[config.mk]
export PLATFORM = sky130hd
export DESIGN_NAME = ser_out_port
export DESIGN_NICKNAME = d
export VERILOG_FILES = /design/src/rtl/sop_pkg.sv /design/src/rtl/sop_clkgen.sv /design/src/rtl/sop_slot.sv /design/src/rtl/sop_shifter.sv /design/src/rtl/sop_cfgcap.sv /design/src/rtl/ser_out_port.sv
export SDC_FILE = /design/constraint.sdc
export NUM_CORES = 1
export LEC_CHECK = 0
export CAP_MARGIN = 20
export CORE_ASPECT_RATIO = 1.1
export CORE_MARGIN = 2
export CORE_UTILIZATION = 60
export DETAILED_ROUTE_END_ITERATION = 7
export DONT_BUFFER_PORTS = 1
export GPL_TIMING_DRIVEN = 0
export HOLD_SLACK_MARGIN = 0.05
export MAX_ROUTING_LAYER = met4
export PLACE_DENSITY = 0.8
export SLEW_MARGIN = 40
export SYNTH_ARGS = -nofsm -noshare
export SYNTH_HDL_FRONTEND = slang
export SYNTH_HIERARCHICAL = 1
export SYNTH_SLANG_ARGS = --single-unit
export TNS_END_PERCENT = 100
[constraint.sdc]
create_clock -name clk -period 5.6 [get_ports clk]
set_input_delay 1.12 -clock clk [delete_from_list [all_inputs] [get_ports clk]]
set_output_delay 1.12 -clock clk [all_outputs]
set_load 0.005 [all_outputs]
[src/rtl/sop_pkg.sv]
package sop_pkg;
  localparam int MAXW = 24;
  localparam int FRW  = 2 * MAXW;

  typedef struct packed {
    logic [1:0]      wl;
    logic [MAXW-1:0] i;
    logic [MAXW-1:0] q;
  } pair_t;

  function automatic int word_bits(input logic [1:0] code);
    return 12 + 4 * int'(code);
  endfunction
endpackage

[src/rtl/sop_clkgen.sv]
module sop_clkgen #(
  parameter int DIVW = 4
) (
  input  logic            clk,
  input  logic            rst_n,
  input  logic            master,
  input  logic [DIVW-1:0] div,
  input  logic            sclk_ext,
  input  logic            sdi,
  input  logic            sdfs_ext,
  output logic            sclk_o,
  output logic            rise_evt,
  output logic            fall_evt,
  output logic            sdi_s,
  output logic            sdfs_s
);
  logic [DIVW-1:0] cnt;
  logic            sclk_q;
  logic            m_tick;
  logic [2:0]      sync_c;
  logic [1:0]      sync_d;
  logic [1:0]      sync_f;
  logic            s_rise;
  logic            s_fall;

  // master divider: toggle after div+1 core cycles
  assign m_tick = master && (cnt >= div);

  always_ff @(posedge clk or negedge rst_n) begin
    if (!rst_n) begin
      cnt    <= '0;
      sclk_q <= 1'b0;
    end else if (!master) begin
      cnt    <= '0;
      sclk_q <= 1'b0;
    end else if (m_tick) begin
      cnt    <= '0;
      sclk_q <= ~sclk_q;
    end else begin
      cnt    <= cnt + 1'b1;
    end
  end

  // slave path: external clock and its companion lines share one delay
  always_ff @(posedge clk or negedge rst_n) begin
    if (!rst_n) begin
      sync_c <= '0;
      sync_d <= '0;
      sync_f <= '0;
    end else begin
      sync_c <= {sync_c[1:0], sclk_ext};
      sync_d <= {sync_d[0], sdi};
      sync_f <= {sync_f[0], sdfs_ext};
    end
  end

  assign s_rise   = sync_c[1] & ~sync_c[2];
  assign s_fall   = ~sync_c[1] & sync_c[2];
  assign rise_evt = master ? (m_tick & ~sclk_q) : s_rise;
  assign fall_evt = master ? (m_tick & sclk_q) : s_fall;
  assign sdi_s    = master ? sdi : sync_d[1];
  assign sdfs_s   = master ? sdfs_ext : sync_f[1];
  assign sclk_o   = sclk_q;

  a_r1_rise_spaced: assert property (@(posedge clk) disable iff (!rst_n)
    rise_evt |=> !rise_evt);
  a_r1_evt_exclusive: assert property (@(posedge clk) disable iff (!rst_n)
    !(rise_evt && fall_evt));
  a_r1_rise_drives_high: assert property (@(posedge clk) disable iff (!rst_n)
    (master && rise_evt) |=> (!master || sclk_o));
  a_r2_slave_quiet: assert property (@(posedge clk) disable iff (!rst_n)
    !master |=> (master || !sclk_o));
endmodule

[src/rtl/sop_slot.sv]
module sop_slot
  import sop_pkg::*;
(
  input  logic  clk,
  input  logic  rst_n,
  input  logic  in_valid,
  input  pair_t in_pair,
  input  logic  take,
  output logic  in_ready,
  output logic  slot_full,
  output pair_t slot_pair,
  output logic  overflow
);
  logic accept;

  assign in_ready = ~slot_full;
  assign accept   = in_valid & ~slot_full;

  always_ff @(posedge clk or negedge rst_n) begin
    if (!rst_n) begin
      slot_full <= 1'b0;
      slot_pair <= '0;
      overflow  <= 1'b0;
    end else begin
      if (accept) begin
        slot_full <= 1'b1;
        slot_pair <= in_pair;
      end else if (take) begin
        slot_full <= 1'b0;
      end
      if (in_valid && slot_full) overflow <= 1'b1;
    end
  end

  a_r7_drop_flags: assert property (@(posedge clk) disable iff (!rst_n)
    (in_valid && !in_ready) |=> overflow);
  a_r7_overflow_sticky: assert property (@(posedge clk) disable iff (!rst_n)
    overflow |=> overflow);
  a_r7_take_needs_data: assert property (@(posedge clk) disable iff (!rst_n)
    take |-> slot_full);
endmodule

[src/rtl/sop_shifter.sv]
module sop_shifter
  import sop_pkg::*;
(
  input  logic  clk,
  input  logic  rst_n,
  input  logic  rise_evt,
  input  logic  slot_full,
  input  pair_t slot_pair,
  output logic  take,
  output logic  sdo,
  output logic  sdfs,
  output logic  sdfe,
  output logic  busy
);
  localparam int IDXW = $clog2(FRW);

  logic [FRW-1:0]  shreg;
  logic [FRW-1:0]  frame_img;
  logic [IDXW-1:0] idx;
  logic [IDXW-1:0] last_idx;
  logic [IDXW-1:0] load_last;
  logic            active;
  logic            at_last;

  // left-justify I then Q, each cut to its low w bits
  always_comb begin
    int w;
    w = word_bits(slot_pair.wl);
    frame_img = '0;
    for (int k = 0; k < MAXW; k++) begin
      if (k < w) begin
        frame_img[FRW-1-k]   = slot_pair.i[w-1-k];
        frame_img[FRW-1-w-k] = slot_pair.q[w-1-k];
      end
    end
  end

  assign load_last = IDXW'(2 * word_bits(slot_pair.wl) - 1);
  assign at_last   = (idx == last_idx);
  assign take      = rise_evt && slot_full && (!active || at_last);

  always_ff @(posedge clk or negedge rst_n) begin
    if (!rst_n) begin
      shreg    <= '0;
      idx      <= '0;
      last_idx <= '0;
      active   <= 1'b0;
    end else if (take) begin
      shreg    <= frame_img;
      idx      <= '0;
      last_idx <= load_last;
      active   <= 1'b1;
    end else if (rise_evt && active) begin
      if (at_last) begin
        active <= 1'b0;
      end else begin
        shreg <= {shreg[FRW-2:0], 1'b0};
        idx   <= idx + 1'b1;
      end
    end
  end

  assign sdo  = active & shreg[FRW-1];
  assign sdfs = active & (idx == '0);
  assign sdfe = active & at_last;
  assign busy = active;

  a_r4_fs_hold: assert property (@(posedge clk) disable iff (!rst_n)
    (sdfs && !rise_evt) |=> sdfs);
  a_r4_fs_single: assert property (@(posedge clk) disable iff (!rst_n)
    (sdfs && rise_evt) |=> !sdfs);
  a_r4_change_on_rise: assert property (@(posedge clk) disable iff (!rst_n)
    !rise_evt |=> ($stable(sdo) && $stable(sdfs) && $stable(sdfe)));
  a_r5_fe_exit: assert property (@(posedge clk) disable iff (!rst_n)
    (sdfe && rise_evt) |=> (sdfs || !busy));
  a_r6_no_gap: assert property (@(posedge clk) disable iff (!rst_n)
    (sdfe && rise_evt && slot_full) |=> sdfs);
endmodule

[src/rtl/sop_cfgcap.sv]
module sop_cfgcap #(
  parameter int CFG_W = 16
) (
  input  logic             clk,
  input  logic             rst_n,
  input  logic             fall_evt,
  input  logic             sdi_s,
  input  logic             sdfs_s,
  output logic [CFG_W-1:0] cfg_word,
  output logic             cfg_valid
);
  localparam int CW = $clog2(CFG_W + 1);

  logic [CFG_W-1:0] sh;
  logic [CW-1:0]    got;
  logic             collecting;

  always_ff @(posedge clk or negedge rst_n) begin
    if (!rst_n) begin
      sh         <= '0;
      got        <= '0;
      collecting <= 1'b0;
      cfg_word   <= '0;
      cfg_valid  <= 1'b0;
    end else begin
      cfg_valid <= 1'b0;
      if (fall_evt) begin
        if (sdfs_s) begin
          sh         <= {sh[CFG_W-2:0], sdi_s};
          got        <= CW'(1);
          collecting <= 1'b1;
        end else if (collecting) begin
          sh  <= {sh[CFG_W-2:0], sdi_s};
          got <= got + 1'b1;
          if (got == CW'(CFG_W - 1)) begin
            cfg_word   <= {sh[CFG_W-2:0], sdi_s};
            cfg_valid  <= 1'b1;
            collecting <= 1'b0;
          end
        end
      end
    end
  end

  a_r9_valid_pulse: assert property (@(posedge clk) disable iff (!rst_n)
    cfg_valid |=> !cfg_valid);
  a_r9_after_fall: assert property (@(posedge clk) disable iff (!rst_n)
    $rose(cfg_valid) |-> $past(fall_evt));
endmodule

[src/rtl/ser_out_port.sv]
module ser_out_port
  import sop_pkg::*;
#(
  parameter int CFG_W = 16,
  parameter int DIVW  = 4
) (
  input  logic             clk,
  input  logic             rst_n,
  input  logic             in_valid,
  output logic             in_ready,
  input  logic [MAXW-1:0]  in_i,
  input  logic [MAXW-1:0]  in_q,
  input  logic [1:0]       wlen_sel,
  input  logic             master_sel,
  input  logic [DIVW-1:0]  div_word,
  input  logic             sclk_in,
  input  logic             sdi,
  input  logic             sdfs_in,
  output logic             sclk_out,
  output logic             sdo,
  output logic             sdfs,
  output logic             sdfe,
  output logic             overflow,
  output logic [CFG_W-1:0] cfg_word,
  output logic             cfg_valid
);
  logic  rise_evt;
  logic  fall_evt;
  logic  sdi_s;
  logic  sdfs_s;
  logic  take;
  logic  slot_full;
  logic  busy;
  pair_t in_pair;
  pair_t slot_pair;

  assign in_pair = '{wl: wlen_sel, i: in_i, q: in_q};

  sop_clkgen #(.DIVW(DIVW)) u_clk (
    .clk(clk), .rst_n(rst_n), .master(master_sel), .div(div_word),
    .sclk_ext(sclk_in), .sdi(sdi), .sdfs_ext(sdfs_in),
    .sclk_o(sclk_out), .rise_evt(rise_evt), .fall_evt(fall_evt),
    .sdi_s(sdi_s), .sdfs_s(sdfs_s)
  );

  sop_slot u_slot (
    .clk(clk), .rst_n(rst_n), .in_valid(in_valid), .in_pair(in_pair),
    .take(take), .in_ready(in_ready), .slot_full(slot_full),
    .slot_pair(slot_pair), .overflow(overflow)
  );

  sop_shifter u_shift (
    .clk(clk), .rst_n(rst_n), .rise_evt(rise_evt), .slot_full(slot_full),
    .slot_pair(slot_pair), .take(take), .sdo(sdo), .sdfs(sdfs),
    .sdfe(sdfe), .busy(busy)
  );

  sop_cfgcap #(.CFG_W(CFG_W)) u_cfg (
    .clk(clk), .rst_n(rst_n), .fall_evt(fall_evt), .sdi_s(sdi_s),
    .sdfs_s(sdfs_s), .cfg_word(cfg_word), .cfg_valid(cfg_valid)
  );

  a_r8_idle_quiet: assert property (@(posedge clk) disable iff (!rst_n)
    !busy |-> (!sdo && !sdfs && !sdfe));
endmodule

## Word level (Yosys, flattened, before mapping)

Cells that the tools add are included.

| cells by class | value |
|---|---|
| add/sub/neg operators | 53 |
| $lt $le $gt $ge | 97 |
| equality and inequality tests | 4 |
| multiplexer cells | 270 |
| bitwise operators | 13 |
| reduce and logical (&&, ||, !) cells | 40 |

Operators with widths:

| cell | number |
|---|---|
| $mux 48 | 27 |
| $bwmux 48 | 24 |
| $ge 32x1->1 const B | 24 |
| $lt 32x7->1 const B | 24 |
| $lt 32x8->1 const B | 24 |
| $sub 32x5->32 const B | 16 |
| $sub 32x6->32 const B | 16 |
| $lt 5x32->1 const A | 8 |
| $lt 6x32->1 const A | 8 |
| $sub 32x4->32 const B | 8 |
| $bmux 1 s5 | 48 |
| $demux 1 s6 | 24 |
| $mux 1 | 138 |
| $lt 4x32->1 const A | 4 |
| $sub 32x3->32 const B | 4 |
| $sub 32x2->32 const B | 3 |
| $lt 3x32->1 const A | 2 |
| $lt 1x32->1 const A | 1 |
| $lt 2x32->1 const A | 1 |
| $sub 7x32->32 const A | 1 |
| $mux 15 | 2 |
| $logic_and 1x1->1 | 29 |
| $mux 6 | 3 |
| $mux 5 | 2 |
| other kinds (19) | 36 |

| storage, ports and cells | value |
|---|---|
| register bits after elaboration | 163 |
| bits of input ports | 61 |
| output and inout port bits | 23 |
| word-level logic and storage cells | 496 |

## Logic depth before layout (Yosys ltp)

Gate-level depths: netlist (run 1).

| logic depth | value |
|---|---|
| depth in word-level cells | 55 |
| gate-level depth with buffers | 17 |
| mapped depth without buffers | 12 |

## Hierarchy

The synthesis (run 1) kept the hierarchy.

By module, submodules not included:

| module | instances | cells each | area each (um2) | seq. area each (um2) |
|---|---|---|---|---|
| sop_shifter | 1 | 735 | 6165.9 | 1476.4 |
| sop_slot | 1 | 112 | 2188.3 | 1301.2 |
| sop_cfgcap | 1 | 102 | 1586.5 | 950.9 |
| sop_clkgen | 1 | 45 | 555.5 | 300.3 |

## Worst setup path after synthesis (run 1)

No wires, ideal clock.

| timing path | value |
|---|---|
| path type | register to register |
| start point | register, netlist name u_slot/slot_pair[48] |
| end point | register u_shift.shreg[25] |
| library setup time | 77 ps |
| arrival time | 3908 ps |
| required time | 5523 ps |
| path slack | 1614 ps |
| cell stages (with the launch flop) | 18 |
| buffers on the path | 7 |
| period minus slack after synthesis | 3986 ps |
| cell sequence | dfrtp_1 buf_2 buf_6 buf_4 clkinv_1 ha_1 clkbuf_1 inv_1 clkbuf_1 ha_1 buf_4 or2_2 a211oi_1 or2_2 buf_1 o22ai_1 or3_1 a21oi_1 |

| on the way | value |
|---|---|
| longest elaborated chain between the ends | 54 |
| elaborated cells between the ends (all ways) | 317 |
| those cells by class | add/sub: 49; order compare: 72; mux: 172; reduce/logical: 24 |

RTL lines:

| item | RTL line | source |
|---|---|---|
| $add 4x4->5 (*) | sop_pkg.sv:12 | `return 12 + 4 * int'(code);` |
| parallel branches: the longest is 51 deep, another holds $sub 7x32->32 | -- |  |
| $mux 48 (*) | sop_shifter.sv:31 | `if (k < w) begin` |
| $mux 48 (*) | sop_shifter.sv:48 | `end else if (take) begin` |
| to (signal assigned) | sop_shifter.sv:49 | `shreg <= frame_img;` |
| to (signal assigned) | sop_shifter.sv:57 | `shreg <= {shreg[FRW-2:0], 1'b0};` |
| to (decl) | sop_shifter.sv:17 | `logic [FRW-1:0] shreg;` |

Every way passes the cells marked *. The select of a mux whose other input is x is not followed.
A chain may end at the register's enable or synchronous reset.

## Worst setup path after layout (run 1)

| timing path | value |
|---|---|
| start point | register, netlist name u_slot/slot_pair[48] |
| end point | register u_shift.shreg[40] |

| on the way | value |
|---|---|
| longest elaborated chain between the ends | 54 |
| elaborated cells between the ends (all ways) | 317 |
| those cells by class | add/sub: 49; order compare: 72; mux: 172; reduce/logical: 24 |

RTL lines:

| item | RTL line |
|---|---|
| $add 4x4->5 (*) | sop_pkg.sv:12 |
| parallel branches: the longest is 51 deep, another holds $sub 7x32->32 | -- |
| $mux 48 (*) | sop_shifter.sv:31 |
| $mux 48 (*) | sop_shifter.sv:48 |

Marked as above.

==> results of run 1 <==
==> worst max-delay path, delay by kind of cell, from the launching register on <==
kind | cells | cell delay [ps]
AO/OA/AOI/OAI | 1 | 130
adder cells (fa/ha/maj) | 2 | 650
buffers and inverters | 9 | 2610
flip-flops | 1 | 440
multiplexers | 2 | 820
AND/OR/NAND/NOR | 2 | 530
==> cells in the mapped netlist, types with 5 or more instances <==
library cell	instances	area, um2
dfrtp_1	161	4030
nand2_1	76	285
nor2_1	61	229
mux2_4	58	871
mux2_2	52	586
o22ai_1	47	294
a21oi_1	45	225
mux2i_1	45	450
o21ai_0	43	215
clkbuf_1	36	135
ha_1	22	275
inv_1	21	78.8
nor3_1	21	105
mux4_2	20	450
o211ai_1	20	150
nand3_1	19	95.1
o221ai_1	19	166
a22oi_1	16	120
a31oi_1	14	87.6
nand2b_1	10	62.6
buf_2	9	45.0
buf_4	9	67.6
buf_6	9	101
xor2_1	9	78.8
and2_1	8	50.1
nand4_1	8	50.1
nor2b_1	8	50.1
a211oi_1	7	52.6
a221oi_1	7	61.3
and3_1	7	43.8
o2111ai_1	6	52.6
o21a_1	6	45.0
o31ai_1	6	45.0
a22o_1	5	43.8
buf_12	5	100
nor4_1	5	31.3
==> metrics by stage <==
step	hold slack, ps	area (um2)	setup slack [ps]
2_1_floorplan	331	10500	1610
6_report	357	11500	248
5_1_grt	361	11500	35.6
3_3_place_gp	344	10800	-445
4_1_cts	359	11400	187
3_5_place_dp	337	10800	-455
==> routing by layer <==
metal,share of wire [%],track usage [%]
met2,47,59.3
met3,8.1,7.27
met1,39,47.1
met5,0,-
met4,5.0,16.6
==> registers in the layout, indices dropped and copies added, names as in the netlist, 2 cells and up <==
signal and flops:
u_clk/sync_d 2, u_cfg/cfg_word 16, u_clk/cnt 4, u_clk/sync_c 3, u_slot/slot_pair 50, u_shift/idx 6, u_cfg/sh 15, u_cfg/got 5
u_shift/last_idx 4, u_shift/shreg 48, u_clk/sync_f 2
==> repair_timing <==
item,CTS,global route
setup endpoints to repair,11,10
gates resized for setup,2,5
setup buffers,0,3
==> cell type report <==
type	instances	area [um2]
Clock inverter	14	164
Tap cell	234	293
Fill cell	1345	5610
Sequential cell	161	4030
Multi-Input combinational cell	737	5960
Buffer	69	454
Inverter	26	109
Timing Repair Buffer	5	31.3
Clock buffer	18	429
==> final timing paths <==
path,end,slack [ps],cells after the start
worst max-delay path,u_shift/shreg[40],250,16
worst min-delay path,u_clk/sync_d[1],360,0
worst max register to register,u_shift/shreg[40],250,16
worst min register to register,u_clk/sync_d[1],360,0
max in group asynchronous,u_cfg/sh[4],4990,0
min in group asynchronous,u_clk/cnt[2],380,0
==> cell families (layout without fill, tap and decap cells) <==
logic type	Yosys count	in the layout	share of synthesized area, %
AOI/OAI and AO/OA	282	282	18.6
xor gates and xnor gates	12	12	1.00
adders and majority gates	22	22	2.62
buffers and inverters	96	132	5.28
DFF	161	161	38.4
muxes	176	176	22.7
and+or+nand+nor	245	245	11.4
==> impl_metrics.yaml, run 1 <==
clock_tree:
  clock_sinks: 161
  clock_latency_ps: 430
  clk_pin_slew_ps: 80
  clock-root-buffer: "clkbuf_16"
  cts-hold-fix-buffers: 0
  cts_buffers: 17
  ctsHtreeMaxLevel: 4
  clockBufferDepth: 2
  cts_tree: "built"
synth:
  synth_seq_cells: 161
  synth_nets: 1077
  syn_inst: 994
  synth-main-ff-cell: "dfrtp_1"
  avgSynthCellArea_um2: 10.6
  ys_warn_count: 6
  synth_edf_count: 0
  ys_seq_area_share_pct: 38.4
  synthArstFlopShare_pct: 100
  syn_area_um2: 10500
  synth_cell_type_count: 83
worst_setup_path:
  cp_slowest_cell: "clkbuf_1"
  cp_max_fo: 10
  cp-start-kind: "flop"
  critPathLaunch: "u_slot/slot_pair[48]"
  path_class: "flop to flop"
  timing.rr.start: "u_slot/slot_pair[48]"
  cp.arrival_ps: 5650
  path_cells: "buf_2 -> buf_6 -> buf_4 -> clkinvlp_4 -> ha_1 -> clkbuf_1 -> clkbuf_1 -> clkinvlp_4 -> ha_1 -> buf_2 -> mux4_2 -> mux2i_1 -> clkbuf_2 -> o22ai_1 -> nor4_1 -> nor2_1"
  cp_slowest_stage_delay_ps: 510
  end_kind: "flop"
  critPathRequiredTime_ps: 5900
route:
  drc: 0
  vias: 8703
  avgRoutedWirePerCell_um: 26.1
  via_per_inst: 6.89
  drtIter0Drc: 1030
  drt_pass1_iterations: 5
  ant_nets: 0
  wl_mm: 33.0
global_route:
  grt_pass1_vias: 8356
  antenna_found_initial: 0
  grt_usage_pct: 37.6
  overflow: 0
  grt_max_degree: 162
  grt_pass1_wl_mm: 50.2
final_layout:
  num_antenna_cells: 0
  final_cell_mix: "dfrtp_1, nand2_1, nor2_1"
  final_cells: 1264
  drive_gt1_share_pct: 22.4
  layout.nets: 1100
  final_util_pct: 67.2
  layout_commonest_cell: "dfrtp_1"
  syn_to_final_growth_pct: 9.27
floorplanning:
  ios: 84
  coreArea_um2: 17100
  initial_utilization_pct: 61.5
  die-area_um2: 18600
  die_w_um: 130
  die_y_um: 143
  rows: 50
place:
  dp_cells: 1230
  hpwl_mm: 25.0
  globalplace.congestion: 1.07
  io_buffers: 0
timing:
  tightest_slew_ps: 875
  max-slew-margin-rel_pct: 41.6
  finalCritPeriodShare_pct: 95.6
  finClkSkew_ps: 12.5
  rsz0062_at_grt: "false"
  period_minus_slack_ps: 5350
  slew_violations: 0
  setup_violations: 0
  fin_setup_tns_ps: 0
  hold_violations: 0
  timing.fmax_ghz: 0.187
job:
  maxCapViolations: 0
hold_path:
  holdCritStartpoint: "u_clk/sync_d[0]"
  hold_class: "flop to flop"
status:
  status: "finished clean"
Power of run 1 is not shown: default switching activity piles up to over one toggle a cycle in this logic, so the estimate is an artifact.
==> run 2, diff against run 1 <==
- CORE_UTILIZATION: 60 -> 41
- PLACE_DENSITY: 0.8 -> 0.59
- SLEW_MARGIN: 40 -> 5
==> run 2 against run 1 <==
Effect of this change: the flow now finishes with violations (max-slew violations); die area rose by 45%; first-iteration DRC count rose by 0.78%; hold slack got worse by 5.7 ps; sequential share of layout area fell by 0.19 points.
==> impl_metrics.yaml, run 2 (synthesized netlist as in run 1, its figures left out) <==
global_route:
  grt_usage_pct: 26.9
  grt_pass1_vias: 8545
  antenna_found_initial: 0
  grt_max_degree: 162
  grt_pass1_wl_mm: 52.6
  overflow: 0
final_layout:
  layout_commonest_cell: "dfrtp_1"
  final_util_pct: 45.8
  reg_top3: "u_slot/slot_pair (50), u_shift/shreg (48), u_cfg/cfg_word (16)"
  final_cell_mix: "dfrtp_1, nand2_1, nor2_1"
  layout.nets: 1097
  syn_to_final_growth_pct: 9.86
  largest_register_ffs: 50
  num_antenna_cells: 0
  fillers: 2417
  drive_gt1_share_pct: 21.9
  regMostFlops: "u_slot/slot_pair"
job:
  maxCapViolations: 0
status:
  status: "finished, violations left"
  violations: "max-slew violations"
floorplanning:
  die_y_um: 172
  die_w_um: 157
  die-area_um2: 26900
  ios: 84
  coreArea_um2: 25200
  rows: 61
  initial_utilization_pct: 41.7
place:
  globalplace.congestion: 1.03
  io_buffers: 0
  hpwl_mm: 25.3
worst_setup_path:
  cp_slowest_stage_delay_ps: 810
  path_class: "flop to flop"
  path_cells: "buf_2 -> buf_6 -> buf_4 -> clkinvlp_4 -> ha_1 -> clkbuf_1 -> clkinvlp_4 -> ha_1 -> buf_4 -> clkbuf_1 -> nand2_1 -> o22ai_1 -> o22ai_1 -> a211o_1 -> a21oi_1"
  cp.arrival_ps: 5860
  cp_num_buf_inv: 8
  cp_slowest_cell: "o22ai_1"
  critPathRequiredTime_ps: 5950
  cp_max_fo: 14
  critPathLaunch: "u_slot/slot_pair[48]"
  cp-start-kind: "flop"
  end_kind: "flop"
  timing.rr.start: "u_slot/slot_pair[48]"
  path_delay_family: "buffers and inverters"
route:
  vias: 8647
  drt_pass1_iterations: 6
  drc: 0
  via_per_inst: 6.44
  drtIter0Drc: 1038
  ant_nets: 0
  wl_mm: 34.2
  avgRoutedWirePerCell_um: 25.5
timing:
  finalCritPeriodShare_pct: 98.3
  max-slew-margin-rel_pct: -9.56
  hold_violations: 0
  finClkSkew_ps: 20.4
  rsz0062_at_grt: "true"
  tightest_slew_ps: 1640
  slew_violations: 6
  timing.fmax_ghz: 0.182
  setup_violations: 0
  period_minus_slack_ps: 5500
clock_tree:
  cts_buffers: 17
  cts_tree: "built"
  clock_latency_ps: 450
  clock_sinks: 161
  clockBufferDepth: 2
  clock-root-buffer: "clkbuf_16"
  clk_pin_slew_ps: 70
  ctsHtreeMaxLevel: 4
hold_path:
  holdCritStartpoint: "u_clk/sync_f[0]"
  hold_class: "flop to flop"
==> run 2: cell count changes in the layout (fill, tap and decap cells not counted), sizes merged <==
cell	delta
buf	-3
bufinv	+1
clkbuf	+2
clkinv	+2
inv	-5
==> run 2: cell type report <==
cell class | instances | area (um2) | area share, %
Multi-Input combinational cell | 737 | 5940 | 51.5
Timing Repair Buffer | 2 | 10.0 | 0.0868
Tap cell | 315 | 394 | 3.42
Clock buffer | 20 | 437 | 3.79
Clock inverter | 12 | 158 | 1.37
Inverter | 26 | 109 | 0.944
Buffer | 69 | 454 | 3.94
Sequential cell | 161 | 4030 | 34.9
==> run 2: worst paths after layout <==
path,end,slack (ps),cells after the start
min reg2reg,u_clk/sync_f[1],350,0
min,u_clk/sync_f[1],350,0
max in group asynchronous,u_slot/slot_pair[49],5000,0
max reg2reg,u_shift/shreg[27],100,15
max,u_shift/shreg[27],100,15
min in group asynchronous,u_clk/cnt[3],370,0
==> run 2: repair_timing <==
item	in CTS	in global routing
buffers inserted	0	0
setup endpoints to repair	18	28
resized for setup	2	8
hold buffers	0	0
==> run 2: metrics by stage <==
step	setup WS, ps	setup TNS [ps]	hold slack (ps)	instance area, um2	cells
detailed placement	-445	-3790	341	10900	1311
CTS	38.0	0	356	11500	1342
global route	-12.2	-12.2	356	11500	1342
global placement	-426	-3690	334	10900	1309
floorplan	1610	0	331	10500	994
finish	95.4	0	352	11500	1342
==> run 2: layer usage <==
metal	track usage [%]	routed length [um]	up-vias	part of all wire, %
met2	42.9	16100	461	47
met5	-	0	-	0
met1	33.7	14100	4255	41
met4	11.4	1520	0	4.4
met3	4.79	2550	108	7.5
li1	-	-	3823	-
Power of run 2 is left out for the same reason.
